`config.mk`:
```
export PLATFORM = sky130hd
export DESIGN_NAME = coinc_trigger
export DESIGN_NICKNAME = d
export VERILOG_FILES = /design/src/rtl/coinc_trigger_pkg.sv /design/src/rtl/coinc_edge_detect.sv /design/src/rtl/coinc_window.sv /design/src/rtl/coinc_dead_timer.sv /design/src/rtl/coinc_delay_line.sv /design/src/rtl/coinc_counter.sv /design/src/rtl/coinc_trigger.sv
export SDC_FILE = /design/constraint.sdc
export NUM_CORES = 1
export LEC_CHECK = 0
export BUFFER_PORTS_ARGS = -buffer_cell sky130_fd_sc_hd__buf_2
export CORE_AREA = 2 2 127 129
export DETAILED_ROUTE_END_ITERATION = 10
export DIE_AREA = 0 0 129 131
export PLACE_DENSITY = 0.8
export SYNTH_ARGS = -nofsm -noshare
export SYNTH_HDL_FRONTEND = slang
export SYNTH_SLANG_ARGS = --single-unit
export TNS_END_PERCENT = 50
```
`constraint.sdc`:
```
create_clock -name clk -period 10.9 [get_ports clk]
set_input_delay 1.635 -clock clk [delete_from_list [all_inputs] [get_ports clk]]
set_output_delay 1.635 -clock clk [all_outputs]
set_load 0.02 [all_outputs]
```
`src/rtl/coinc_trigger_pkg.sv`:
```
package coinc_trigger_pkg;

    localparam int N_CRATES        = 4;
    localparam int LINES_PER_CRATE = 10;
    localparam int N_LINES         = N_CRATES * LINES_PER_CRATE;
    localparam int MULT_W          = $clog2(N_LINES + 1);
    localparam int WIN_W           = 4;
    localparam int DUR_W           = 16;
    localparam int CNT_W           = 32;
    localparam int FIXED_CYCLES    = 2;

    typedef enum logic {
        MODE_PHYS = 1'b0,
        MODE_CAL  = 1'b1
    } trig_mode_e;

    typedef struct packed {
        logic [MULT_W-1:0] mult;
        logic [WIN_W-1:0]  win;
    } coinc_cfg_t;

    // Pick the multiplicity/window pair for the active running mode.
    function automatic coinc_cfg_t pick_cfg(
        input trig_mode_e        mode,
        input logic [MULT_W-1:0] m_phys,
        input logic [WIN_W-1:0]  w_phys,
        input logic [MULT_W-1:0] m_cal,
        input logic [WIN_W-1:0]  w_cal
    );
        coinc_cfg_t c;
        if (mode == MODE_CAL) begin
            c.mult = m_cal;
            c.win  = w_cal;
        end else begin
            c.mult = m_phys;
            c.win  = w_phys;
        end
        return c;
    endfunction

    // Duration in cycles for a 16-bit setting: setting + fixed overhead.
    function automatic logic [DUR_W:0] dur_cycles(input logic [DUR_W-1:0] s);
        return {1'b0, s} + (DUR_W+1)'(FIXED_CYCLES);
    endfunction

endpackage

```
`src/rtl/coinc_edge_detect.sv`:
```
module coinc_edge_detect #(
    parameter int N_CRATES        = 4,
    parameter int LINES_PER_CRATE = 10,
    localparam int N_LINES        = N_CRATES * LINES_PER_CRATE
) (
    input  logic               clk,
    input  logic               rst,
    input  logic [N_LINES-1:0] lines,
    input  logic [N_LINES-1:0] enable,
    output logic [N_LINES-1:0] edges
);

    logic [N_LINES-1:0] prev_q;

    always_ff @(posedge clk) begin
        if (rst) prev_q <= '0;
        else     prev_q <= lines;
    end

    // One slice per crate; a line counts only where its enable bit is set.
    for (genvar c = 0; c < N_CRATES; c++) begin : g_crate
        localparam int LO = c * LINES_PER_CRATE;
        assign edges[LO +: LINES_PER_CRATE] =
            lines[LO +: LINES_PER_CRATE] &
            ~prev_q[LO +: LINES_PER_CRATE] &
            enable[LO +: LINES_PER_CRATE];
    end

endmodule

```
`src/rtl/coinc_window.sv`:
```
module coinc_window #(
    parameter int N_LINES = 40,
    parameter int MULT_W  = 6,
    parameter int WIN_W   = 4,
    localparam int REM_W  = WIN_W + 1
) (
    input  logic               clk,
    input  logic               rst,
    input  logic [N_LINES-1:0] edges,
    input  logic [MULT_W-1:0]  mult,
    input  logic [WIN_W-1:0]   win_set,
    input  logic               block,
    input  logic               veto,
    output logic               fire
);

    logic               win_act_q;
    logic [REM_W-1:0]   rem_q;
    logic [N_LINES-1:0] hits_q;
    logic [N_LINES-1:0] acc;
    logic [MULT_W-1:0]  hit_cnt;
    logic               live;

    // Lines seen so far in this window plus edges of this cycle.
    assign acc  = win_act_q ? (hits_q | edges) : edges;
    assign live = !block && (win_act_q || (|edges));

    always_comb begin
        hit_cnt = '0;
        for (int i = 0; i < N_LINES; i++)
            hit_cnt = hit_cnt + MULT_W'(acc[i]);
    end

    assign fire = live && !veto && (mult != '0) && (hit_cnt >= mult);

    always_ff @(posedge clk) begin
        if (rst) begin
            win_act_q <= 1'b0;
            rem_q     <= '0;
            hits_q    <= '0;
        end else if (fire) begin
            win_act_q <= 1'b0;
            rem_q     <= '0;
            hits_q    <= '0;
        end else if (win_act_q) begin
            if (rem_q == REM_W'(1)) begin
                win_act_q <= 1'b0;
                rem_q     <= '0;
                hits_q    <= '0;
            end else begin
                rem_q  <= rem_q - REM_W'(1);
                hits_q <= acc;
            end
        end else if (live) begin
            // Window of win_set+2 cycles: this one plus win_set+1 more.
            win_act_q <= 1'b1;
            rem_q     <= {1'b0, win_set} + REM_W'(1);
            hits_q    <= edges;
        end
    end

endmodule

```
`src/rtl/coinc_dead_timer.sv`:
```
module coinc_dead_timer #(
    parameter int DUR_W = 16
) (
    input  logic             clk,
    input  logic             rst,
    input  logic             start,
    input  logic [DUR_W:0]   length,
    output logic             active
);

    logic [DUR_W:0] rem_q;

    always_ff @(posedge clk) begin
        if (rst)                rem_q <= '0;
        else if (start)         rem_q <= length;
        else if (rem_q != '0)   rem_q <= rem_q - (DUR_W+1)'(1);
    end

    assign active = (rem_q != '0);

endmodule

```
`src/rtl/coinc_delay_line.sv`:
```
module coinc_delay_line #(
    parameter int DUR_W = 16
) (
    input  logic           clk,
    input  logic           rst,
    input  logic           launch,
    input  logic           out_en,
    input  logic [DUR_W:0] length,
    output logic           pulse
);

    logic           pend_q;
    logic [DUR_W:0] rem_q;
    logic           due;

    assign due = pend_q && (rem_q == (DUR_W+1)'(1));

    always_ff @(posedge clk) begin
        if (rst) begin
            pend_q <= 1'b0;
            rem_q  <= '0;
            pulse  <= 1'b0;
        end else begin
            pulse <= due;
            if (due) begin
                pend_q <= 1'b0;
            end else if (pend_q) begin
                rem_q <= rem_q - (DUR_W+1)'(1);
            end
            // Single slot: a launch is taken only when the slot is free.
            if (launch && out_en && (!pend_q || due)) begin
                pend_q <= 1'b1;
                rem_q  <= length;
            end
        end
    end

endmodule

```
`src/rtl/coinc_counter.sv`:
```
module coinc_counter #(
    parameter int CNT_W = 32
) (
    input  logic             clk,
    input  logic             rst,
    input  logic             clear,
    input  logic             inc,
    output logic [CNT_W-1:0] count
);

    always_ff @(posedge clk) begin
        if (rst || clear) count <= '0;
        else if (inc)     count <= count + CNT_W'(1);
    end

endmodule

```
`src/rtl/coinc_trigger.sv`:
```
module coinc_trigger
    import coinc_trigger_pkg::*;
#(
    parameter int P_CRATES      = N_CRATES,
    parameter int P_PER_CRATE   = LINES_PER_CRATE,
    parameter int P_WIN_W       = WIN_W,
    parameter int P_DUR_W       = DUR_W,
    parameter int P_CNT_W       = CNT_W,
    localparam int P_LINES      = P_CRATES * P_PER_CRATE,
    localparam int P_MULT_W     = $clog2(P_LINES + 1)
) (
    input  logic                clk,
    input  logic                rst,
    input  logic [P_LINES-1:0]  lines_in,
    input  logic [P_LINES-1:0]  line_en,
    input  logic                veto,
    input  logic                mode_cal,
    input  logic [P_MULT_W-1:0] mult_phys,
    input  logic [P_MULT_W-1:0] mult_cal,
    input  logic [P_WIN_W-1:0]  win_phys,
    input  logic [P_WIN_W-1:0]  win_cal,
    input  logic [P_DUR_W-1:0]  delay_set,
    input  logic [P_DUR_W-1:0]  dead_set,
    input  logic                trig_out_en,
    input  logic                run_start,
    output logic                decision,
    output logic                trig_out,
    output logic [P_CNT_W-1:0]  dec_count,
    output logic                dead_active
);

    logic [P_LINES-1:0] edges;
    logic               fire;
    coinc_cfg_t         cfg;
    logic [P_DUR_W:0]   dead_len;
    logic [P_DUR_W:0]   delay_len;

    assign cfg       = pick_cfg(trig_mode_e'(mode_cal), mult_phys, win_phys,
                                mult_cal, win_cal);
    assign dead_len  = {1'b0, dead_set}  + (P_DUR_W+1)'(FIXED_CYCLES);
    assign delay_len = {1'b0, delay_set} + (P_DUR_W+1)'(FIXED_CYCLES);

    coinc_edge_detect #(
        .N_CRATES        (P_CRATES),
        .LINES_PER_CRATE (P_PER_CRATE)
    ) u_edge (
        .clk    (clk),
        .rst    (rst),
        .lines  (lines_in),
        .enable (line_en),
        .edges  (edges)
    );

    coinc_window #(
        .N_LINES (P_LINES),
        .MULT_W  (P_MULT_W),
        .WIN_W   (P_WIN_W)
    ) u_win (
        .clk     (clk),
        .rst     (rst),
        .edges   (edges),
        .mult    (cfg.mult),
        .win_set (cfg.win),
        .block   (dead_active),
        .veto    (veto),
        .fire    (fire)
    );

    coinc_dead_timer #(
        .DUR_W (P_DUR_W)
    ) u_dead (
        .clk    (clk),
        .rst    (rst),
        .start  (fire),
        .length (dead_len),
        .active (dead_active)
    );

    coinc_delay_line #(
        .DUR_W (P_DUR_W)
    ) u_dly (
        .clk    (clk),
        .rst    (rst),
        .launch (fire),
        .out_en (trig_out_en),
        .length (delay_len),
        .pulse  (trig_out)
    );

    coinc_counter #(
        .CNT_W (P_CNT_W)
    ) u_cnt (
        .clk   (clk),
        .rst   (rst),
        .clear (run_start),
        .inc   (fire),
        .count (dec_count)
    );

    always_ff @(posedge clk) begin
        if (rst) decision <= 1'b0;
        else     decision <= fire;
    end

endmodule

```
==> out/metrics.yaml, run 1 <==
final_layout:
  area_growth_pct: 18.7
  fin_area_um2: 10100
  nFillCells: 1318
  nNetsFinal: 1302
  diodes: 0
  drive_gt1_share_pct: 20.6
  final_core_util_pct: 65.0
global_routing:
  track_usage_pct: 24.0
  grt_pass1_vias: 6995
  grt_pass1_wl_mm: 32.5
  grt_start_max_net_pins: 83
  antenna_found_initial: 0
  overflow: 0
critical_path:
  critPathSlowestCell: "a2111oi_4"
  crit_path_max_fanout: 28
  cp_common_cell: "fa_1"
  cp-start-kind: "input port"
  arrival_ns: 9.84
  path_delay_family: "adder cells"
  cp-end-kind: "register"
  critical_path_class: "in2reg"
  rrSetupSlack_ns: 1.68
  cp_slowest_stage_delay_ns: 0.74
  critPathRequiredTime_ns: 11.25
  crit_buf_inv: 4
yosys:
  ys_ff_latch: 155
  synth_ff_type: "dfxtp_1"
  ys_warn_count: 0
  synthArstFlopShare_pct: 0
  syn_area_um2: 8540
  synth_edf_count: 0
  yosysUniqueCellTypes: 65
  synth_fp_nets: 1147
  synthCells: 951
  postSynthAreaPerCell_um2: 8.98
  synth.yosys.seq_area_share_pct: 36.3
min_path:
  hp-class: "reg2reg"
drt:
  firstDrtPassIters: 5
  drc: 0
  routed_wl_mm: 20.0
  viasPerCell: 5.57
  wl_per_cell_um: 15.0
  final_antenna_net_count: 0
  drt_iter0_drc: 483
  vias: 7427
clock_network:
  cts.sinks: 155
  cts-root-buf: "clkbuf_16"
  post_cts_buffers: 0
  tritoncts: "done"
  clk_latency_ns: 0.42
  numCtsBuffers: 17
  cts_buffer_depth: 2
  clkTransAtPathRegs_ns: 0.06
  htreeDepth: 4
  cts_resized: 0
  postCtsHoldBufs: 0
power:
  p_leak_nw: 4.28
  cellPowerDensity_nw_per_um2: 235
  vdd_ir_drop_max_uv: 196
place:
  dp_worst_setup_slack_ns: 0.962
  port_buffers: 172
  place_congestion: 0.833
  place_hpwl_mm: 14.6
  place_area_um2: 9540
die:
  die_x_um: 129
  fp.coreArea_um2: 15600
  ios: 173
  rows: 46
  die_y_um: 131
  die_area_um2: 16900
  start_util_pct: 54.8
timing:
  tns_ns: 0
  relSlewSlack_pct: 41.5
  min_period_ns: 9.49
  fmaxAchievable_ghz: 0.105
  worstMarginPinSlew_ns: 0.869
  hold_viol: 0
  finClkSkew_ns: 0.0105
  fin_crit_sh_pct: 87.1
  finalSetupViolCount: 0
  rsz0062_at_grt: "false"
  drv_slew: 0
  setup_slack_ns: 1.41
flow_run:
  drv_cap: 0
status:
  outcome: "finished, final reports clean"
## layout by cell type (no fill, tap or decap), drive strengths merged, types with 5 or more instances in the layout
| master | count |
|---|---|
| nor2b | 42 |
| o2bb2ai | 21 |
| and3 | 14 |
| o21ai | 33 |
| buf | 178 |
| or4 | 14 |
| and3b | 8 |
| nand2 | 78 |
| dfxtp | 155 |
| fa | 31 |
| clkbuf | 19 |
| a31oi | 6 |
| a211oi | 8 |
| or3 | 30 |
| nand3 | 23 |
| a22o | 19 |
| a21boi | 13 |
| inv | 54 |
| o31ai | 9 |
| mux2 | 7 |
| nand2b | 7 |
| mux2i | 10 |
| nor3 | 15 |
| a21oi | 66 |
| nor4 | 12 |
| a22oi | 5 |
| nand4 | 21 |
| xor2 | 22 |
| xnor2 | 28 |
| nand3b | 32 |
| ha | 27 |
| nor2 | 56 |
## through the flow
| step | cells | hold WS, ns | total power [W] |
|---|---|---|---|
| after global routing | 1334 | 0.474 | 0.00260 |
| after detailed placement | 1303 | 0.447 | 0.00179 |
| after CTS | 1334 | 0.464 | 0.00241 |
| after global placement | 1303 | 0.441 | 0.00176 |
| final | 1334 | 0.464 | 0.00239 |
| after floorplan | 951 | 0.427 | 0.00155 |
## where the power goes
part	switching, W	leakage, nW	internal [W]	total (W)
Clock	0.000241	0.284	0.000362	0.000603
Combinational	0.000605	2.73	0.000482	0.00109
Sequential	0.0000568	1.26	0.000638	0.000695
Total	0.000904	4.28	0.00148	0.00239
## cell families (layout without fill, tap and decap cells)
group           after synthesis  after routing  synth area share (%)
xor+xnor                     50             50                  5.13
compound gates              205            205                  16.2
simple gates                373            373                  24.7
flops                       155            155                  36.3
fa+ha+maj                    58             58                  11.2
mux                          17             17                  2.09
buf+inv                      93            260                  4.32
## flip-flops by register name (all words and copies together) (netlist names)
| signal | flops |
|---|---|
| u_win.hits_q | 40 |
| decision | 1 |
| u_win.rem_q | 5 |
| u_dly.pulse | 1 |
| u_dly.pend_q | 1 |
| u_edge.prev_q | 40 |
| u_cnt.count | 32 |
| u_win.win_act_q | 1 |
| u_dly.rem_q | 17 |
| u_dead.rem_q | 17 |
## area by class of cell
cell class | count | area (µm²) | area share [%]
clock inverter | 12 | 163 | 1.60
clock buffer | 19 | 433 | 4.27
tap | 216 | 270 | 2.67
inverter | 51 | 191 | 1.89
sequential | 155 | 3100 | 30.6
multi-input combinational | 703 | 5070 | 50.0
timing repair buffer | 178 | 906 | 8.93
## routing by layer
layer / GRT usage (%) / share of wire (%) / vias up
li1: - / - / 3709
met1: 29.7 / 44 / 3478
met2: 42.2 / 50 / 201
met3: 4.28 / 4.4 / 39
met4: 9.02 / 2.2 / 0
met5: 0 / 0 / -
## worst register-to-register path: stages, from the launching register on
cell       delay, ns
dfxtp_1         0.66
buf_4           0.44
nand2_1         0.11
nand2_1         0.10
ha_1            0.25
fa_1            0.51
fa_1            0.52
fa_1            0.54
fa_1            0.55
fa_1            0.52
fa_1            0.55
inv_1           0.05
fa_1            0.51
fa_1            0.46
fa_1            0.41
inv_1           0.07
a21o_1          0.11
a21oi_1         0.07
xnor2_1         0.13
ha_1            0.27
o21ai_0         0.06
or3_1           0.35
a2111oi_4       0.74
nand4_4         0.42
or4_1           0.60
a21oi_1         0.15
## cells in the mapped netlist (7+ instances only)
library cell | count | area share [%]
nor2b_1 | 42 | 3.1
nand2b_1 | 7 | 0.51
mux2_2 | 7 | 0.92
clkbuf_1 | 24 | 1.1
nand3_1 | 22 | 1.3
nor4_1 | 11 | 0.81
or4_1 | 13 | 1.1
or3_1 | 29 | 2.1
nand3b_1 | 32 | 2.8
xor2_1 | 22 | 2.3
and3b_1 | 8 | 0.82
o2bb2ai_1 | 21 | 2.2
xnor2_1 | 28 | 2.9
nand4_1 | 20 | 1.5
a211oi_1 | 8 | 0.70
nor2_1 | 56 | 2.5
and3_1 | 14 | 1.0
o21ai_0 | 33 | 1.9
a22o_1 | 19 | 1.9
o31ai_1 | 9 | 0.79
fa_1 | 31 | 7.3
buf_2 | 16 | 0.94
nor3_1 | 15 | 0.88
a21oi_1 | 66 | 3.9
nand2_1 | 78 | 3.4
dfxtp_1 | 155 | 36
inv_1 | 49 | 2.2
a21boi_0 | 13 | 1.1
mux2i_1 | 10 | 1.2
ha_1 | 27 | 4.0
## path summary, 6_finish.rpt
kind              depth (start not counted)                            end                           from
hold reg to reg                           1  u_win.hits_q[16]$_SDFFE_PP0P_  u_win.hits_q[16]$_SDFFE_PP0P_
hold / removal                            1  u_win.hits_q[16]$_SDFFE_PP0P_  u_win.hits_q[16]$_SDFFE_PP0P_
setup / recovery                         25   u_cnt.count[26]$_SDFFE_PP0N_                   lines_in[14]
setup reg to reg                         25   u_cnt.count[26]$_SDFFE_PP0N_     u_win.win_act_q$_SDFF_PP0_
Note: power is estimated with default switching activity, not from simulation.
==> inputs of run 2 (changes only) <==
==> constraint.sdc (replaced) <==
create_clock -name clk -period 10.9 [get_ports clk]
set_input_delay 1.09 -clock clk [delete_from_list [all_inputs] [get_ports clk]]
set_output_delay 1.09 -clock clk [all_outputs]
set_load 0.02 [all_outputs]
==> run 2 against run 1 <==
  * Non-clock buffer count stayed put
  * Critical endpoint is now u_win.hits_q[11]$_SDFFE_PP0P_
  * Global-route usage is 0.28 points lower
  * Critical path depth is 2 higher
  * Flip-flop and latch count stayed put
  * Die area stayed put
  * Sequential share of layout area hardly changed
  * Via count is 1.1% lower
  * Design area hardly changed
  * Power is 1.0% higher
  * Hold slack worse by 0.0041 ns
  * Largest cell class unchanged
  * Utilization is 0.064 points higher
  * Register-to-register slack worse by 0.32 ns
==> out/metrics.yaml, run 2 (synthesis gave the netlist of run 1 again) <==
place:
  port_buffers: 172  # unchanged
  place_hpwl_mm: 14.5  # -0.83%
  place_area_um2: 9540  # unchanged
  place_congestion: 0.855  # +2.6%
timing:
  finalSetupViolCount: 0  # unchanged
  rsz0062_at_grt: "false"
  min_period_ns: 9.54  # +0.0511 ns
  finClkSkew_ns: 0.0120  # +0.00143 ns
  worstMarginPinSlew_ns: 1.02  # +0.149 ns
  fmaxAchievable_ghz: 0.105  # -0.54%
  fin_crit_sh_pct: 87.5  # +0.47 points
  relSlewSlack_pct: 32.0  # -9.5 points
  drv_slew: 0  # unchanged
  tns_ns: 0  # unchanged
  hold_viol: 0  # unchanged
die:
  die_x_um: 129  # unchanged
  die_y_um: 131  # unchanged
  rows: 46  # unchanged
  die_area_um2: 16900  # unchanged
  ios: 173  # unchanged
  start_util_pct: 54.8  # unchanged
  fp.coreArea_um2: 15600  # unchanged
critical_path:
  critPathSlowestCell: "dfxtp_1"
  crit_path_max_fanout: 31  # +11%
  arrival_ns: 9.86  # +0.02 ns
  cp_slowest_stage_delay_ns: 0.99  # +0.25 ns
  cp-end-kind: "register"
  critical_path_class: "reg2reg"
  critPathRequiredTime_ns: 11.22  # -0.03 ns
  cp_common_cell: "fa_1"
  cp-start-kind: "register"
drt:
  viasPerCell: 5.51  # -0.98%
  firstDrtPassIters: 5  # unchanged
  routed_wl_mm: 19.9  # -0.40%
  drt_iter0_drc: 450  # -6.8%
  final_antenna_net_count: 0  # unchanged
  vias: 7349  # -1.1%
  drc: 0  # unchanged
  wl_per_cell_um: 14.9  # -0.33%
final_layout:
  area_growth_pct: 18.8  # about the same
  top_regs: "u_edge.prev_q: 40 flops, u_win.hits_q: 40 flops, u_cnt.count: 32 flops"
  layout_commonest_cell: "buf_2"
  diodes: 0  # unchanged
  fin_area_um2: 10100  # about the same
  nNetsFinal: 1302  # unchanged
  drive_gt1_share_pct: 20.5  # -0.071 points
  layout_common_cells: "172 x buf_2, 155 x dfxtp_1, 78 x nand2_1"
global_routing:
  track_usage_pct: 23.8  # -0.28 points
  grt_pass1_vias: 6945  # -0.71%
  antenna_found_initial: 0  # unchanged
  overflow: 0  # unchanged
  grt_pass1_wl_mm: 32.1  # -1.2%
  grt_start_max_net_pins: 83  # unchanged
power:
  p_leak_nw: 4.28  # about the same
  cell_internal_pwr_w: 0.00151  # +1.6%
  switching_share_pct: 37.5  # -0.34 points
  clock_power_share_pct: 25.5  # +0.2 points
  comb_power_share_pct: 45.3  # -0.3 points
  cellPowerDensity_nw_per_um2: 237  # +0.95%
  switchingPower_w: 0.000905  # +0.14%
  vdd_ir_drop_max_uv: 165  # -16%
  power_frac_seq_pct: 29.2  # about the same
clock_network:
  postCtsHoldBufs: 0  # unchanged
  cts_resized: 0  # unchanged
  cts_buffer_depth: 2  # unchanged
  tritoncts: "done"
  cts.sinks: 155  # unchanged
  numCtsBuffers: 17  # unchanged
  clkTransAtPathRegs_ns: 0.06  # about the same
  post_cts_buffers: 0  # unchanged
  cts-root-buf: "clkbuf_16"
  clk_latency_ns: 0.43  # about the same
  htreeDepth: 4  # unchanged
status:
  outcome: "finished, final reports clean"
min_path:
  hp-class: "reg2reg"
flow_run:
  drv_cap: 0  # unchanged
run 2: changes by cell type in the layout (fill, tap and decap cells not counted), sizes merged:
cell,change
bufinv,+1
clkinv,-1
inv,-3
clkinvlp,+2
run 2: critical path, delay by kind of cell, from the launching register on:
kind | cells | cell delay, ns
fa+ha+maj | 11 | 5.07
compound gates | 6 | 1.52
buf+inv | 5 | 1.03
flops | 1 | 0.99
simple gates | 4 | 0.68
xor+xnor | 1 | 0.13
run 2: cell type report:
| class | count | area (µm²) |
|---|---|---|
| fillers | 1387 | 5450 |
| multi-input cells | 703 | 5070 |
| flip-flops and latches | 155 | 3100 |
| repair buffers | 178 | 906 |
| clock buffers | 19 | 433 |
| well taps | 216 | 270 |
| inverters | 51 | 191 |
| clock inverters | 11 | 173 |
run 2: path summary, 6_finish.rpt:
path / from / endpoint / depth (start not counted) / slack [ns]
setup / recovery: u_win.win_act_q$_SDFF_PP0_ / u_win.hits_q[11]$_SDFFE_PP0P_ / 27 / 1.36
hold / removal: u_win.hits_q[28]$_SDFFE_PP0P_ / u_win.hits_q[28]$_SDFFE_PP0P_ / 1 / 0.46
setup reg to reg: u_win.win_act_q$_SDFF_PP0_ / u_win.hits_q[11]$_SDFFE_PP0P_ / 27 / 1.36
hold reg to reg: u_win.hits_q[28]$_SDFFE_PP0P_ / u_win.hits_q[28]$_SDFFE_PP0P_ / 1 / 0.46
run 2: per-layer routing:
metal	GRT usage (%)	part of all wire (%)	wire, µm
met1	29.8	44	8840
met3	5.46	4.4	870
met4	6.97	1.5	291
met5	0	0	0
met2	41.2	50	9920
run 2: power groups by stage:
stage,clock (W),combinational [W],sequential (W)
3_5_place_dp,0,0.00109,0.000710
3_3_place_gp,0,0.00105,0.000709
5_1_grt,0.000649,0.00124,0.000711
2_1_floorplan,0,0.000867,0.000686
6_report,0.000616,0.00109,0.000703
4_1_cts,0.000623,0.00110,0.000701
run 2: per-stage QoR:
step / total power (W) / cells / util [%] / hold slack (ns) / setup slack, ns
after floorplan: 0.00155 / 951 / - / 0.427 / 2.46
after global placement: 0.00176 / 1303 / 61.2 / 0.440 / 1.63
after detailed placement: 0.00180 / 1303 / 61.2 / 0.445 / 1.41
after CTS: 0.00242 / 1333 / 65.1 / 0.460 / 1.39
after global routing: 0.00260 / 1333 / 65.1 / 0.474 / 0.883
final: 0.00241 / 1333 / 65.1 / 0.459 / 1.36
==> inputs of run 3 (changes only) <==
--- a/config.mk
+++ b/config.mk
@@ -6,10 +6,12 @@
 export NUM_CORES = 1
 export LEC_CHECK = 0
 export BUFFER_PORTS_ARGS = -buffer_cell sky130_fd_sc_hd__buf_2
-export CORE_AREA = 2 2 127 129
+export CORE_AREA = 2 2 128 130
+export CTS_CLUSTER_SIZE = 16
 export DETAILED_ROUTE_END_ITERATION = 10
-export DIE_AREA = 0 0 129 131
-export PLACE_DENSITY = 0.8
+export DIE_AREA = 0 0 130 132
+export PLACE_DENSITY = 0.79
+export SKIP_LAST_GASP = 1
 export SYNTH_ARGS = -nofsm -noshare
 export SYNTH_HDL_FRONTEND = slang
 export SYNTH_SLANG_ARGS = --single-unit
==> run 3 against run 2 <==
  * Die area is 1.5% higher
  * Clock-buffer cell count grew 4
  * Via count about the same
  * Largest power group unchanged
  * Clock skew shrank 0.0023 ns
==> out/metrics.yaml, run 3 (synthesis gave the netlist of run 1 again) <==
status:
  outcome: "finished, final reports clean"
clock_network:
  clk_latency_ns: 0.42  # about the same
  cts_buffer_depth: 2  # unchanged
  tritoncts: "done"
  cts-root-buf: "clkbuf_16"
  htreeDepth: 4  # unchanged
  numCtsBuffers: 17  # unchanged
  cts.sinks: 155  # unchanged
  post_cts_buffers: 0  # unchanged
  postCtsHoldBufs: 0  # unchanged
  clkTransAtPathRegs_ns: 0.06  # about the same
  cts_resized: 0  # unchanged
place:
  place_area_um2: 9540  # unchanged
  place_hpwl_mm: 14.3  # -1.2%
  dp_worst_setup_slack_ns: 1.43  # +0.0205 ns
  place_congestion: 0.879  # +2.8%
  port_buffers: 172  # unchanged
drt:
  wl_per_cell_um: 14.7  # -1.7%
  viasPerCell: 5.51  # about the same
  drt_iter0_drc: 479  # +6.4%
  final_antenna_net_count: 0  # unchanged
  drc: 0  # unchanged
  vias: 7356  # +0.095%
  firstDrtPassIters: 5  # unchanged
  routed_wl_mm: 19.6  # -1.6%
timing:
  fmaxAchievable_ghz: 0.106  # +1.5%
  rsz0062_at_grt: "false"
  hold_viol: 0  # unchanged
  finalSetupViolCount: 0  # unchanged
  relSlewSlack_pct: 42.0  # +9.9 points
  fin_crit_sh_pct: 86.2  # -1.3 points
  min_period_ns: 9.40  # -0.143 ns
  setup_slack_ns: 1.50  # +0.143 ns
  tns_ns: 0  # unchanged
  finClkSkew_ns: 0.00967  # -0.00230 ns
  worstMarginPinSlew_ns: 0.863  # -0.155 ns
  drv_slew: 0  # unchanged
global_routing:
  grt_pass1_wl_mm: 32.9  # +2.4%
  overflow: 0  # unchanged
  grt_start_max_net_pins: 83  # unchanged
  grt_pass1_vias: 7001  # +0.81%
  track_usage_pct: 23.6  # -0.21 points
  antenna_found_initial: 0  # unchanged
critical_path:
  critPathRequiredTime_ns: 11.24  # +0.02 ns
  critical_path_class: "reg2reg"
  cp-start-kind: "register"
  crit_path_max_fanout: 28  # -9.7%
  arrival_ns: 9.74  # -0.12 ns
  cp-end-kind: "register"
final_layout:
  diodes: 0  # unchanged
  fin_area_um2: 10200  # +0.34%
  layout_commonest_cell: "buf_2"
  layout_common_cells: "172 x buf_2, 155 x dfxtp_1, 78 x nand2_1"
  area_growth_pct: 19.2
  drive_gt1_share_pct: 20.8  # +0.32 points
  nNetsFinal: 1302  # unchanged
  nFillCells: 1336  # -3.7%
  top_regs: "u_edge.prev_q: 40 flops, u_win.hits_q: 40 flops, u_cnt.count: 32 flops"
die:
  ios: 173  # unchanged
  die_y_um: 132  # +0.76%
  start_util_pct: 54.4  # -0.40 points
  rows: 46  # unchanged
  fp.coreArea_um2: 15700  # +0.74%
  die_x_um: 130  # +0.78%
  die_area_um2: 17200  # +1.5%
power:
  cellPowerDensity_nw_per_um2: 236  # -0.50%
  p_leak_nw: 4.31  # +0.72%
  vdd_ir_drop_max_uv: 162  # -1.5%
min_path:
  hp-class: "reg2reg"
flow_run:
  drv_cap: 0  # unchanged
==> run 3: critical path, cell delays in order (launching register included) <==
cell and delay (ns):
dfxtp_1 0.78, buf_4 0.41, nand2_1 0.09, nand2_1 0.10, ha_1 0.26, fa_1 0.52, fa_1 0.52, fa_1 0.54
fa_1 0.54, fa_1 0.52, fa_1 0.54, inv_1 0.05, fa_1 0.52, fa_1 0.48, fa_1 0.42, inv_1 0.07
a21o_1 0.10, a21oi_1 0.07, xnor2_1 0.13, ha_1 0.26, o21ai_0 0.06, or3_1 0.35, a2111oi_4 0.78, nand4_4 0.42
or4_1 0.60, a21oi_1 0.16
==> run 3: area by class of cell <==
| class | instances | area, µm² | share of cell area (%) |
|---|---|---|---|
| clock buffer | 23 | 508 | 4.99 |
| tap | 216 | 270 | 2.65 |
| sequential | 155 | 3100 | 30.5 |
| timing repair buffer | 178 | 906 | 8.90 |
| clock inverter | 9 | 133 | 1.30 |
| inverter | 51 | 191 | 1.88 |
| multi-input combinational | 703 | 5070 | 49.8 |
==> run 3: power breakdown <==
part	switching [W]	internal, W	leakage, nW	total, W
sequential	0.0000605	0.000638	1.26	0.000698
clock	0.000235	0.000397	0.312	0.000633
combinational	0.000594	0.000480	2.73	0.00107
==> run 3: per-stage QoR <==
| step | cells | util, % | hold WS, ns | total power, W |
|---|---|---|---|---|
| 3_3_place_gp | 1303 | 60.7 | 0.440 | 0.00176 |
| 6_report | 1335 | 64.8 | 0.464 | 0.00241 |
| 3_5_place_dp | 1303 | 60.7 | 0.442 | 0.00178 |
| 4_1_cts | 1335 | 64.8 | 0.463 | 0.00242 |
| 2_1_floorplan | 951 | - | 0.427 | 0.00155 |
| 5_1_grt | 1335 | 64.8 | 0.475 | 0.00260 |
==> run 3: metal layers <==
| layer | GRT usage, % | vias up | routed length (µm) |
|---|---|---|---|
| met1 | 30.7 | 3441 | 8710 |
| li1 | - | 3711 | - |
| met3 | 3.94 | 24 | 772 |
| met4 | 7.17 | 0 | 346 |
| met5 | 0 | - | 0 |
| met2 | 39.9 | 180 | 9780 |
==> run 3: final timing paths <==
path / from / end / slack, ns / depth (start not counted)
worst max-delay path: u_win.win_act_q$_SDFF_PP0_ / u_cnt.count[26]$_SDFFE_PP0N_ / 1.50 / 25
worst max register to register: u_win.win_act_q$_SDFF_PP0_ / u_cnt.count[26]$_SDFFE_PP0N_ / 1.50 / 25
worst min-delay path: u_win.hits_q[24]$_SDFFE_PP0P_ / u_win.hits_q[24]$_SDFFE_PP0P_ / 0.46 / 1
worst min register to register: u_win.hits_q[24]$_SDFFE_PP0P_ / u_win.hits_q[24]$_SDFFE_PP0P_ / 0.46 / 1
